`config.mk`:
```
export PLATFORM = sky130hd
export DESIGN_NAME = ca_check_encoder
export DESIGN_NICKNAME = d
export VERILOG_FILES = /design/src/rtl/ca_check_encoder.sv
export SDC_FILE = /design/constraint.sdc
export NUM_CORES = 1
export LEC_CHECK = 0
export ABC_AREA = 1
export BUFFER_PORTS_ARGS = -buffer_cell sky130_fd_sc_hd__buf_4
export CORE_MARGIN = 3
export CORE_UTILIZATION = 37
export DETAILED_ROUTE_END_ITERATION = 10
export PLACE_DENSITY = 0.65
export SETUP_SLACK_MARGIN = 0.1
export SYNTH_ARGS = -nofsm -noshare
export SYNTH_HDL_FRONTEND = slang
export SYNTH_SLANG_ARGS = --single-unit
```
`constraint.sdc`:
```
create_clock -name clk -period 4 [get_ports clk]
set_input_delay 0.4 -clock clk [delete_from_list [all_inputs] [get_ports clk]]
set_output_delay 0.4 -clock clk [all_outputs]
set_load 0.01 [all_outputs]
```
`src/rtl/ca_check_encoder.sv`:
```
module ca_check_encoder #(
  parameter int N_INFO = 28,
  parameter int W = 8,
  parameter int NCHK = 4,
  parameter logic [W-1:0] RULE150 = 8'b1010_1011
) (
  input  logic            clk,
  input  logic            rst_n,
  input  logic            in_valid,
  input  logic            in_sob,
  input  logic [W-1:0]    in_data,
  output logic            out_valid,
  output logic [W-1:0]    out_data,
  output logic            blk_done,
  output logic [NCHK*W-1:0] chk_o
);

  localparam int CW = $clog2(N_INFO + 1);

  function automatic logic [W-1:0] ca_pow(input logic [W-1:0] q, input int p);
    logic [W-1:0] s;
    s = q;
    for (int i = 0; i < p; i++)
      s = (s << 1) ^ (s >> 1) ^ (s & RULE150);
    return s;
  endfunction

  logic [CW-1:0] cnt;
  logic [W-1:0]  acc [NCHK];

  wire take_first = in_valid & in_sob;
  wire take_next  = in_valid & ~in_sob & (cnt != '0) & (cnt < CW'(N_INFO));

  assign out_valid = in_valid;
  assign out_data  = in_data;

  always_ff @(posedge clk or negedge rst_n) begin
    if (!rst_n) begin
      cnt      <= '0;
      blk_done <= 1'b0;
    end else if (take_first) begin
      cnt      <= CW'(1);
      blk_done <= (N_INFO == 1);
    end else if (take_next) begin
      cnt      <= cnt + CW'(1);
      blk_done <= (cnt == CW'(N_INFO - 1));
    end
  end

  for (genvar a = 0; a < NCHK; a++) begin : g_acc
    always_ff @(posedge clk or negedge rst_n) begin
      if (!rst_n)          acc[a] <= '0;
      else if (take_first) acc[a] <= ca_pow(in_data, a);
      else if (take_next)  acc[a] <= ca_pow(acc[a] ^ in_data, a);
    end
    assign chk_o[a*W +: W] = blk_done ? acc[a] : '0;
  end

  p_cnt_bound_r5: assert property (@(posedge clk) disable iff (!rst_n)
    cnt <= CW'(N_INFO));

  p_done_hold_r5: assert property (@(posedge clk) disable iff (!rst_n)
    blk_done && !take_first |=> blk_done && $stable(chk_o));

  p_done_rise_r5: assert property (@(posedge clk) disable iff (!rst_n)
    $rose(blk_done) |-> $past(in_valid));

  p_sob_clear_r6: assert property (@(posedge clk) disable iff (!rst_n)
    take_first && (N_INFO > 1) |=> !blk_done);

  p_idle_still_r8: assert property (@(posedge clk) disable iff (!rst_n)
    !in_valid |=> $stable(chk_o) && $stable(blk_done) && $stable(cnt));

  p_zero_idle_r9: assert property (@(posedge clk) disable iff (!rst_n)
    !blk_done |-> chk_o == '0);

endmodule

```
=== Word level (Yosys, flattened, before mapping) ===
Cells that the tools add are included.
Widths: inputs -> output; s select.

* Output and inout bits: 42
* Register bits: 38
* Bits of input ports: 12

* Add/sub/neg operators: 1
* Muxes and demuxes: 16
* Reductions and logical operators: 2
* Order comparisons: 1
* Bitwise logic cells: 27
* Equal/unequal tests: 1

{| class="wikitable"
|+ Operators with widths
! kind !! number
|-
| $xor 8x8->8 || 13
|-
| $mux 8 || 12
|-
| $xor 8x7->8 || 9
|-
| $mux 5 || 2
|-
| $add 5x1->5 const B || 1
|-
| $eq 5x5->1 const B || 1
|-
| $lt 5x5->1 const B || 1
|-
| $reduce_bool 5->1 || 1
|-
| $and 1x1->1 || 4
|-
| $mux 1 || 2
|-
| $reduce_bool 2->1 || 1
|-
| $not 1->1 || 1
|}

=== Logic depth before layout (Yosys ltp) ===
Gate-level depths: netlist of the first run.

* Depth after elaboration: 9
* Mapped depth: 14

=== Worst setup path after synthesis of the first run ===
Ideal clock, no wire load.

* Path kind: input-to-reg
* Start point: input in_data[6]
* End point: register acc[6] (netlist bit)
* Data arrival time: 1.363 ns
* Path slack: 2.513 ns
* Setup time: 0.124 ns
* Cell stages on the path: 12
* Buffers on the path: 1
* Cells stage by stage: buf_6 -> inv_2 -> nand2_1 -> nand2_2 -> xor2_1 -> inv_1 -> nand2_1 -> nand2_1 -> nand2_2 -> nand3_1 -> o211ai_1 -> nand2_1

* Cells in the longest elaborated chain, start to end: 8
* Elaborated cells between the ends (all ways): 13

{| class="wikitable"
|+ RTL lines
! item !! line !! source
|-
| from (decl) || 11 || <nowiki>input logic [W-1:0] in_data,</nowiki>
|-
| $xor 8x8->8 || 54 || <nowiki>else if (take_next) acc[a] <= ca_pow(acc[a] ^ in_data, a);</nowiki>
|-
| $xor 8x7->8 || 24 || <nowiki>s = (s << 1) ^ (s >> 1) ^ (s & RULE150);</nowiki>
|-
| $xor 8x8->8 (2 in series) || 24 ||
|-
| $xor 8x7->8 || 24 ||
|-
| $xor 8x8->8 || 24 ||
|-
| $mux 8 || 54 ||
|-
| $mux 8 (*) || 53 || <nowiki>else if (take_first) acc[a] <= ca_pow(in_data, a);</nowiki>
|-
| to (signal, indexed assignment) || 53 ||
|-
| to (signal, indexed assignment) || 54 ||
|-
| to (decl) || 29 || <nowiki>logic [W-1:0] acc [NCHK];</nowiki>
|}

Mark *: on every way between the ends. The rest lies on a longest branch, timed or not. The select of a mux whose other input is x is not followed.
A chain may end at the register's enable or synchronous reset.

=== Worst setup path in the final report of the first run ===
* Start point: register blk_done
* End point: output chk_o[26]

* Cells in the longest elaborated chain, start to end: 1

{| class="wikitable"
|+ RTL lines
! item !! line !! source
|-
| from (decl) || 14 || <nowiki>output logic blk_done,</nowiki>
|-
| from (signal assigned) || 43 || <nowiki>blk_done <= (N_INFO == 1);</nowiki>
|-
| from (signal assigned) || 46 || <nowiki>blk_done <= (cnt == CW'(N_INFO - 1));</nowiki>
|-
| $mux 8 || 56 || <nowiki>assign chk_o[a*W +: W] = blk_done ? acc[a] : '0;</nowiki>
|-
| to (decl) || 15 || <nowiki>output logic [NCHK*W-1:0] chk_o</nowiki>
|}

No other way between the ends.

==> results of run 1 <==
## sequential cells by signal, indices dropped and copies added, names as in the netlist
signal / count
blk_done: 1
cnt: 5
acc: 32
## power by group
part / leakage, nW / internal (mW) / switching, mW
Sequential: 0.463 / 0.556 / 0.182
Combinational: 1.88 / 0.599 / 0.968
Clock: 0.0482 / 0.139 / 0.132
## worst reg2reg max path, delay by kind of cell, from the launching register on
family | cells | cell delay [ps]
buffers and inverters | 2 | 520
AO/OA/AOI/OAI | 1 | 280
AND/OR/NAND/NOR | 5 | 730
flip-flops | 1 | 370
adder cells (fa/ha/maj) | 1 | 200
## path summary, 6_finish.rpt
kind / to / cells past startpoint / from
hold / removal: acc[0]$_DFFE_PN0P_ / 1 / rst_n
setup reg to reg: acc[5]$_DFFE_PN0P_ / 9 / cnt[0]$_DFFE_PN0P_
hold reg to reg: acc[23]$_DFFE_PN0P_ / 2 / acc[23]$_DFFE_PN0P_
setup / recovery: chk_o[26] / 3 / blk_done$_DFFE_PN0P_
max in group asynchronous: acc[11]$_DFFE_PN0P_ / 1 / rst_n
min in group clk: acc[24]$_DFFE_PN0P_ / 3 / in_data[0]
## through the flow
step / cells / total power, mW / util [%]
finish: 739 / 2.575 / 43.31
global route: 739 / 2.865 / 43.31
CTS: 739 / 2.579 / 43.31
detailed placement: 731 / 2.298 / 42.34
global placement: 731 / 2.256 / 42.34
floorplan: 578 / 1.982 / -
## final cells by class
cell class,count,share of cell area [%]
well taps,129,3.977
multi-input cells,437,53.33
inverters,72,6.843
flip-flops and latches,38,23.43
repair buffers,55,10.17
clock inverters,1,0.1233
clock buffers,7,2.127
## per-layer routing
layer / share of wire [%] / routed length, um / track usage [%] / vias up
li1: - / - / - / 1819
met1: 49 / 4504 / 23.41 / 1639
met2: 46 / 4254 / 29.29 / 73
met3: 4.4 / 405 / 2.409 / 6
met4: 0.84 / 78 / 3.749 / 0
met5: 0 / 0 / 0 / -
## cells by family after synthesis
family	count (synthesis)
AO/OA/AOI/OAI	35
XOR/XNOR	50
adder cells (fa/ha/maj)	2
buffers and inverters	103
flip-flops	38
AND/OR/NAND/NOR	350
## cell usage in the layout, fill, tap and decap left out, drive strengths merged
master,instances
clkbuf,7
inv,71
xnor2,22
a31oi,3
ha,2
o31ai,1
dfrtp,38
clkinv,2
nand4,1
nor2,14
or2,2
nand3b,3
xor2,28
o21ai,12
nand3,51
nor3,2
buf,55
nand2,276
nor3b,1
o211ai,5
o221ai,2
o22ai,1
a21oi,10
a22oi,1
==> flow_summary.ini, run 1 <==
[status]
status = complete, no violations

[routing]
drt-total-wl_mm = 9.242
drc = 0
ant_nets = 0
wl_per_cell_um = 12.51
first_pass_iters = 4
detail_route.iter0.violations = 195
vias = 3537
via_per_inst = 4.786

[clocking]
clkSlewWorstSetupHoldPaths_ps = 80
clock-root-buffer = clkbuf_8
cts_sinks = 38
cts_buffers = 5
clock_latency_ps = 280
cts_setup_buffers = 0
h-tree-depth = 2
post_cts_resized = 0
ctsHoldBuffers = 0
cts_tree = done
clock_path_buffers = 2

[die]
die_x_um = 104.7
dieArea_um2 = 10960
die_h_um = 104.7
start_util_pct = 38.46
core_area_um2 = 9371
ios = 54
rows = 35

[yosys]
synthDistinctLibCells = 33
avgSynthCellArea_um2 = 6.237
ys_top_cells_by_count = 256 x nand2_1, 66 x inv_1, 50 x nand3_1
yosysMostFrequentCell = nand2_1
synth_top_area_share_pct = 26.66
yosysSeqAreaShare_pct = 26.38
netlist_area_um2 = 3605
synth-xor-area-share_pct = 12.98
ys_ff_latch = 38
synth_top_area_cell = nand2_1
netlist_instances = 578
synthAdderAreaFrac_pct = 0.6942
synth_warnings = 0
synth_mux_area_share_pct = 0
synth-edff-count = 0
synth_simple_gate_area_share_pct = 40.58
synth_async_sr_flop_share_pct = 100.0
synth_compound_area_share_pct = 5.797
synth_flop_cell = dfrtp_1
synthTopCellsByArea = nand2_1 27%, dfrtp_1 26%, nand3_1 6.9%
synth_top_family_by_area = simple AND/OR/NAND/NOR gates
syn-num-nets = 592

[power_and_ir_drop]
p_per_area_nw_per_um2 = 634.5
p_leak_nw = 2.393
ir_drop_uv = 196.4

[finish]
fill_cells = 1038
insertedDiodeCount = 0
ff_latch_area_um2 = 950.9
final_cell_area_um2 = 4059
drive_gt1_share_pct = 15.25
multiInputGateArea_um2 = 2165
nNetsFinal = 623
area_delta_synth_final_pct = 12.60

[grt]
grt_pass1_vias = 3409
grt_pass1_wl_mm = 15.81
grtUsageTotal_pct = 17.26
antenna_found_initial = 0
overflow = 0
grt_max_degree = 39

[worst_setup_path]
worstSetupPathType = flip-flop to output pin
path_cells = nand2_1 -> inv_1 -> buf_4
cp_data_required_time_ps = 3600
slowest_delay_ps = 1110
crit_buf_inv = 2
cp_top_family = flip-flops
cp-end-kind = output pin
slowest_stage = dfrtp_1
worst_ep_arrival_time_ps = 1780
cp-start-kind = flip-flop
critical_path.max_fanout = 34
rrSetupSlack_ps = 1840

[timing]
setup_ws_ps = 1816
clock_skew_ps = 5.136
min_period_ps = 2184
holdWs_ps = 76.05
fmax_mhz = 457.8
setup-tns-final_ps = 0
slew_viol_final = 0
rsz0062_at_grt = no
fin_crit_sh_pct = 54.61
finalSetupViolCount = 0
tightest_slew_ps = 1153
slew_headroom_pct = 23.11
finalHoldViolCount = 0

[place]
place.gp.congestion = 0.9003
hpwl_mm = 6.863
dpl_cell_area_um2 = 3968
port_buffers = 53
dp_slack_ps = 1838

[min_path]
hold_path_class = input port to async pin

[run]
drv_cap = 0
Power figures use the tool's default switching activity.
==> run 2, diff against run 1 <==
Settings changed: ABC_AREA 1 to 0, PLACE_DENSITY 0.65 to 0.68.
Clock period 4 ns to 1.9 ns, I/O delays scaled along.
==> flow_summary.ini, run 2 <==
[status]
status = complete, but fails checks
violations = negative setup slack

[yosys]
synthTopCellsByArea = dfrtp_1 31%, xnor2_1 16%, xor2_1 9.3%
synthDistinctLibCells = 40
synth_async_sr_flop_share_pct = 100.0
avgSynthCellArea_um2 = 9.480
synth_top_area_cell = dfrtp_1
synth_top_area_share_pct = 31.44
netlist_instances = 319
synth_flop_cell = dfrtp_1
ys_ff_latch = 38
syn-num-nets = 333
synth-edff-count = 0
ys_top_cells_by_count = 54 x xnor2_1, 38 x dfrtp_1, 36 x nand2_1
netlist_area_um2 = 3024
yosysMostFrequentCell = xnor2_1
yosysSeqAreaShare_pct = 31.44
synth_warnings = 0

[worst_setup_path]
cp_data_required_time_ps = 2080
cp-end-kind = flip-flop
slowest_delay_ps = 470
rrSetupSlack_ps = -30
rr_worst_depth = 8
cp_top_family = simple AND/OR/NAND/NOR gates
worst_ep_arrival_time_ps = 2110
r2r_end = acc[14]$_DFFE_PN0P_
crit_buf_inv = 2
startpoint = cnt[1]$_DFFE_PN0P_
worstSetupPathType = flip-flop to flip-flop
path_cells = inv_2 -> ha_4 -> or4b_4 -> and2_4 -> o21ai_4 -> buf_12 -> a21oi_1 -> a2bb2oi_1
cp-start-kind = flip-flop
critical_path.max_fanout = 13
timing.rr.start = cnt[1]$_DFFE_PN0P_
slowest_stage = or4b_4

[die]
die_x_um = 96.41
ios = 54
rows = 32
start_util_pct = 38.54
die_h_um = 96.41
core_area_um2 = 7848
dieArea_um2 = 9294

[finish]
largest_reg_flops = 32
area_delta_synth_final_pct = 33.35
drive_gt1_share_pct = 36.43
mostFrequentLayoutCell = buf_4
insertedDiodeCount = 0
final_cell_mix = 94 x buf_4, 50 x xnor2_1, 38 x dfrtp_1
reg_top3 = acc (32), cnt (5), blk_done (1)
nNetsFinal = 413
largest-register = acc

[timing]
fin_crit_sh_pct = 101.6
min_period_ps = 1930
finalSetupViolCount = 4
slew_viol_final = 0
clock_skew_ps = 9.417
rsz0062_at_grt = yes
tightest_slew_ps = 516.7
setup-tns-final_ps = -53.53
finalHoldViolCount = 0
fmax_mhz = 518.2
setup_ws_ps = -29.59
slew_headroom_pct = 65.55

[routing]
drc = 0
vias = 2480
ant_nets = 0
detail_route.iter0.violations = 120
wl_per_cell_um = 16.49
via_per_inst = 4.960
first_pass_iters = 4
drt-total-wl_mm = 8.243

[power_and_ir_drop]
p_leak_nw = 1.848
p_seq_share_pct = 24.0
p_total_mw = 6.629
p_comb_share_pct = 67.3
netSwitchingFraction_pct = 39.26
internal-power_mw = 4.027
ir_drop_uv = 1032
p_switching_mw = 2.602
p_per_area_nw_per_um2 = 1644
power.clock.fraction_pct = 8.7

[clocking]
clkSlewWorstSetupHoldPaths_ps = 80
cts_sinks = 38
clock_path_buffers = 2
cts_buffers = 5
h-tree-depth = 2
clock-root-buffer = clkbuf_8
cts_tree = done
clock_latency_ps = 290

[grt]
grt_pass1_vias = 2466
grtUsageTotal_pct = 18.25
antenna_found_initial = 0
overflow = 0
grt_pass1_wl_mm = 12.90
grt_max_degree = 39

[run]
drv_cap = 0

[min_path]
min-delay-start = in_data[7]
min_to = acc[31]$_DFFE_PN0P_
hold_path_class = input port to flip-flop
whs_path_depth = 3

[place]
hpwl_mm = 5.885
port_buffers = 53
place.gp.congestion = 0.8833
[run 2: worst max path at each step]
stage,to,slack [ps],cells past startpoint
2_1_floorplan,cnt[4]$_DFFE_PN0P_,30,8
3_3_place_gp,cnt[4]$_DFFE_PN0P_,-10,7
3_5_place_dp,acc[24]$_DFFE_PN0P_,-90,7
4_1_cts,cnt[2]$_DFFE_PN0P_,9,8
5_1_grt,cnt[2]$_DFFE_PN0P_,-100,8
6_report,acc[14]$_DFFE_PN0P_,-30,8
[run 2: per-layer routing]
metal / share of wire (%) / vias up / GRT usage, % / routed length (um)
li1: - / 1196 / - / -
met2: 49 / 63 / 30.25 / 4050
met4: 1.6 / 0 / 5.607 / 129
met3: 5.3 / 12 / 2.943 / 437
met1: 44 / 1209 / 24.49 / 3625
met5: 0 / - / 0 / 0
[run 2: layout make-up]
class / count / area, um^2
clock buffer: 6 / 82.58
fill: 747 / 3815
inverter: 2 / 7.507
multi-input combinational: 251 / 2072
sequential: 38 / 950.9
tap: 102 / 127.6
timing repair buffer: 101 / 792.0
[run 2: worst register-to-register path, cell delays in order, from the launching register on]
cell and delay, ps:
dfrtp_1 390, inv_2 90, ha_4 120, or4b_4 470
and2_4 180, o21ai_4 210, buf_12 170, a21oi_1 50
a2bb2oi_1 140
[run 2: kinds of logic (layout without fill, tap and decap cells)]
kind of cell / after synthesis / in the layout / share of synthesized area (%)
XOR/XNOR: 99 / 99 / 34.88
AND/OR/NAND/NOR: 94 / 94 / 15.68
AO/OA/AOI/OAI: 52 / 53 / 10.51
flip-flops: 38 / 38 / 31.44
buffers and inverters: 31 / 109 / 5.668
multiplexers: 3 / 3 / 0.9930
adder cells (fa/ha/maj): 2 / 2 / 0.8273
[run 2: per-stage QoR]
step	std cells	hold slack, ps	instance area [um^2]	utilization [%]	setup WS [ps]
floorplan	319	-105.6	3083	-	32.82
global placement	485	199.7	3735	47.59	-12.48
detailed placement	485	199.3	3735	47.59	-93.93
CTS	496	238.5	3916	49.90	9.367
global route	500	221.7	4033	51.39	-98.15
finish	500	221.3	4033	51.39	-29.59
[run 2: what timing repair did]
| action | 4_1_cts | 5_1_grt |
|---|---|---|
| hold buffers | 1 | 0 |
| setup buffers | 4 | 3 |
| cloned | 0 | 1 |
| resized for setup | 14 | 23 |
| pin swaps | 10 | 10 |
| endpoints found under the setup margin | 31 | 35 |
| hold endpoints to repair | 38 | 0 |
[run 2: power groups by stage]
stage	Sequential (mW)	Combinational, mW	Clock (mW)
after floorplan	1.52	3.17	0
after global placement	1.56	3.88	0
after detailed placement	1.57	4.02	0
after CTS	1.57	4.28	0.577
after global routing	1.65	4.84	0.609
final	1.59	4.46	0.578
==> run 3, diff against run 2 <==
Settings changed: TNS_END_PERCENT from default to 20.
==> flow_summary.ini, run 3 (synthesized netlist as in run 2, its figures left out) <==
[timing]
finalHoldViolCount = 0
rsz0062_at_grt = yes
min_period_ps = 1887
slew_viol_final = 0
slew_headroom_pct = 59.86
finalSetupViolCount = 0
fmax_mhz = 529.9
fin_crit_sh_pct = 99.32
tightest_slew_ps = 602.0
clock_skew_ps = 2.941

[grt]
grt_pass1_wl_mm = 12.79
overflow = 0
antenna_found_initial = 0
grt_max_degree = 39
grtUsageTotal_pct = 18.10
grt_pass1_vias = 2441

[clocking]
clock_latency_ps = 300
clkSlewWorstSetupHoldPaths_ps = 80
h-tree-depth = 2
cts_buffers = 5
cts_sinks = 38
clock-root-buffer = clkbuf_8
cts_tree = done
clock_path_buffers = 2

[routing]
via_per_inst = 4.905
wl_per_cell_um = 16.14
first_pass_iters = 4
ant_nets = 0
drc = 0
drt-total-wl_mm = 7.971
vias = 2423
detail_route.iter0.violations = 95

[status]
status = complete, no violations

[die]
die_x_um = 96.41
dieArea_um2 = 9294
die_h_um = 96.41
start_util_pct = 38.54
rows = 32
core_area_um2 = 7848
ios = 54

[worst_setup_path]
cp_data_required_time_ps = 2130
worstSetupPathType = flip-flop to flip-flop
path_cells = inv_2 -> ha_4 -> or4b_4 -> and2_4 -> o21ai_4 -> buf_8 -> a22oi_1 -> o21ai_1
rrSetupSlack_ps = 10
timing.rr.start = cnt[1]$_DFFE_PN0P_
critical_path.max_fanout = 14
slowest_stage = or4b_4
cp_top_family = simple AND/OR/NAND/NOR gates
slowest_delay_ps = 460
cp-end-kind = flip-flop
cp-start-kind = flip-flop
worst_ep_arrival_time_ps = 2110
crit_buf_inv = 2
rr_worst_depth = 8
r2r_end = acc[9]$_DFFE_PN0P_

[finish]
final_cell_area_um2 = 3915
reg_top3 = acc (32), cnt (5), blk_done (1)
insertedDiodeCount = 0
fill_cells = 750
final_cell_mix = 89 x buf_4, 53 x xnor2_1, 37 x dfrtp_1
area_delta_synth_final_pct = 29.46
mostFrequentLayoutCell = buf_4
largest_reg_flops = 32
nNetsFinal = 405
drive_gt1_share_pct = 31.12
final_util_pct = 49.89
largest-register = acc

[place]
place.gp.congestion = 0.8472
hpwl_mm = 5.811
dpl_cell_area_um2 = 3717
port_buffers = 53

[min_path]
min_to = acc[27]$_DFFE_PN0P_
whs_path_depth = 3
hold_path_class = input port to flip-flop
min-delay-start = in_data[3]

[power_and_ir_drop]
p_per_area_nw_per_um2 = 1616
ir_drop_uv = 1094
p_total_mw = 6.326
p_leak_nw = 1.788

[run]
drv_cap = 0
run 3: stage by stage:
| step | hold slack [ps] | instances | setup TNS [ps] | worst slack (ps) |
|---|---|---|---|---|
| floorplan | -105.6 | 319 | 0 | 32.82 |
| global placement | 197.8 | 482 | -204.6 | -24.57 |
| detailed placement | 201.3 | 482 | -1083 | -126.2 |
| CTS | 192.6 | 493 | 0 | 28.50 |
| global route | 205.1 | 494 | -470.3 | -59.87 |
| finish | 209.5 | 494 | 0 | 12.83 |
run 3: how the worst max path moves through the flow:
stage                             startpoint             endpoint  slack, ps  cells past startpoint
after global routing      cnt[1]$_DFFE_PN0P_  acc[13]$_DFFE_PN0P_        -60                      8
after floorplan           cnt[0]$_DFFE_PN0P_   cnt[4]$_DFFE_PN0P_         30                      8
final                     cnt[1]$_DFFE_PN0P_   acc[9]$_DFFE_PN0P_         10                      8
after global placement    cnt[1]$_DFFE_PN0P_  acc[26]$_DFFE_PN0P_        -20                      7
after detailed placement  cnt[1]$_DFFE_PN0P_  acc[24]$_DFFE_PN0P_       -130                      7
after CTS                 cnt[1]$_DFFE_PN0P_   acc[9]$_DFFE_PN0P_         30                      8
run 3: layer usage:
layer  vias to the layer above  part of all wire (%)  global-route usage (%)
met3                         7                   3.6                   2.401
met4                         0                   1.1                   5.140
li1                       1180                     -                       -
met5                         -                     0                       0
met2                        57                    50                   30.13
met1                      1179                    45                   24.67
run 3: power by group:
| group | switching, mW | internal, mW | total, mW |
|---|---|---|---|
| sequential | 0.408 | 1.18 | 1.59 |
| clock | 0.310 | 0.387 | 0.696 |
| combinational | 1.74 | 2.30 | 4.04 |
| total | 2.46 | 3.86 | 6.33 |
run 3: final cells by class:
| cell class | count | area, um^2 | area share [%] |
|---|---|---|---|
| timing repair buffer | 94 | 744.5 | 19.02 |
| tap | 102 | 127.6 | 3.260 |
| sequential | 38 | 952.2 | 24.32 |
| clock buffer | 5 | 68.82 | 1.758 |
| inverter | 2 | 7.507 | 0.1918 |
| multi-input combinational | 250 | 1974 | 50.43 |
| clock inverter | 3 | 40.04 | 1.023 |
run 3: tightest hold or removal path, cell delays in order:
cell	delay (ps)
buf_4	150
nand2_1	70
xor2_1	60
run 3: timing repair:
| item | 4_1_cts | 5_1_grt |
|---|---|---|
| resized for setup | 9 | 7 |
| setup buffers | 2 | 1 |
| endpoints found under the setup margin | 35 | 69 |
| pin swaps | 3 | 3 |
| hold buffers | 1 | 0 |
| endpoints found under the hold margin | 38 | 0 |
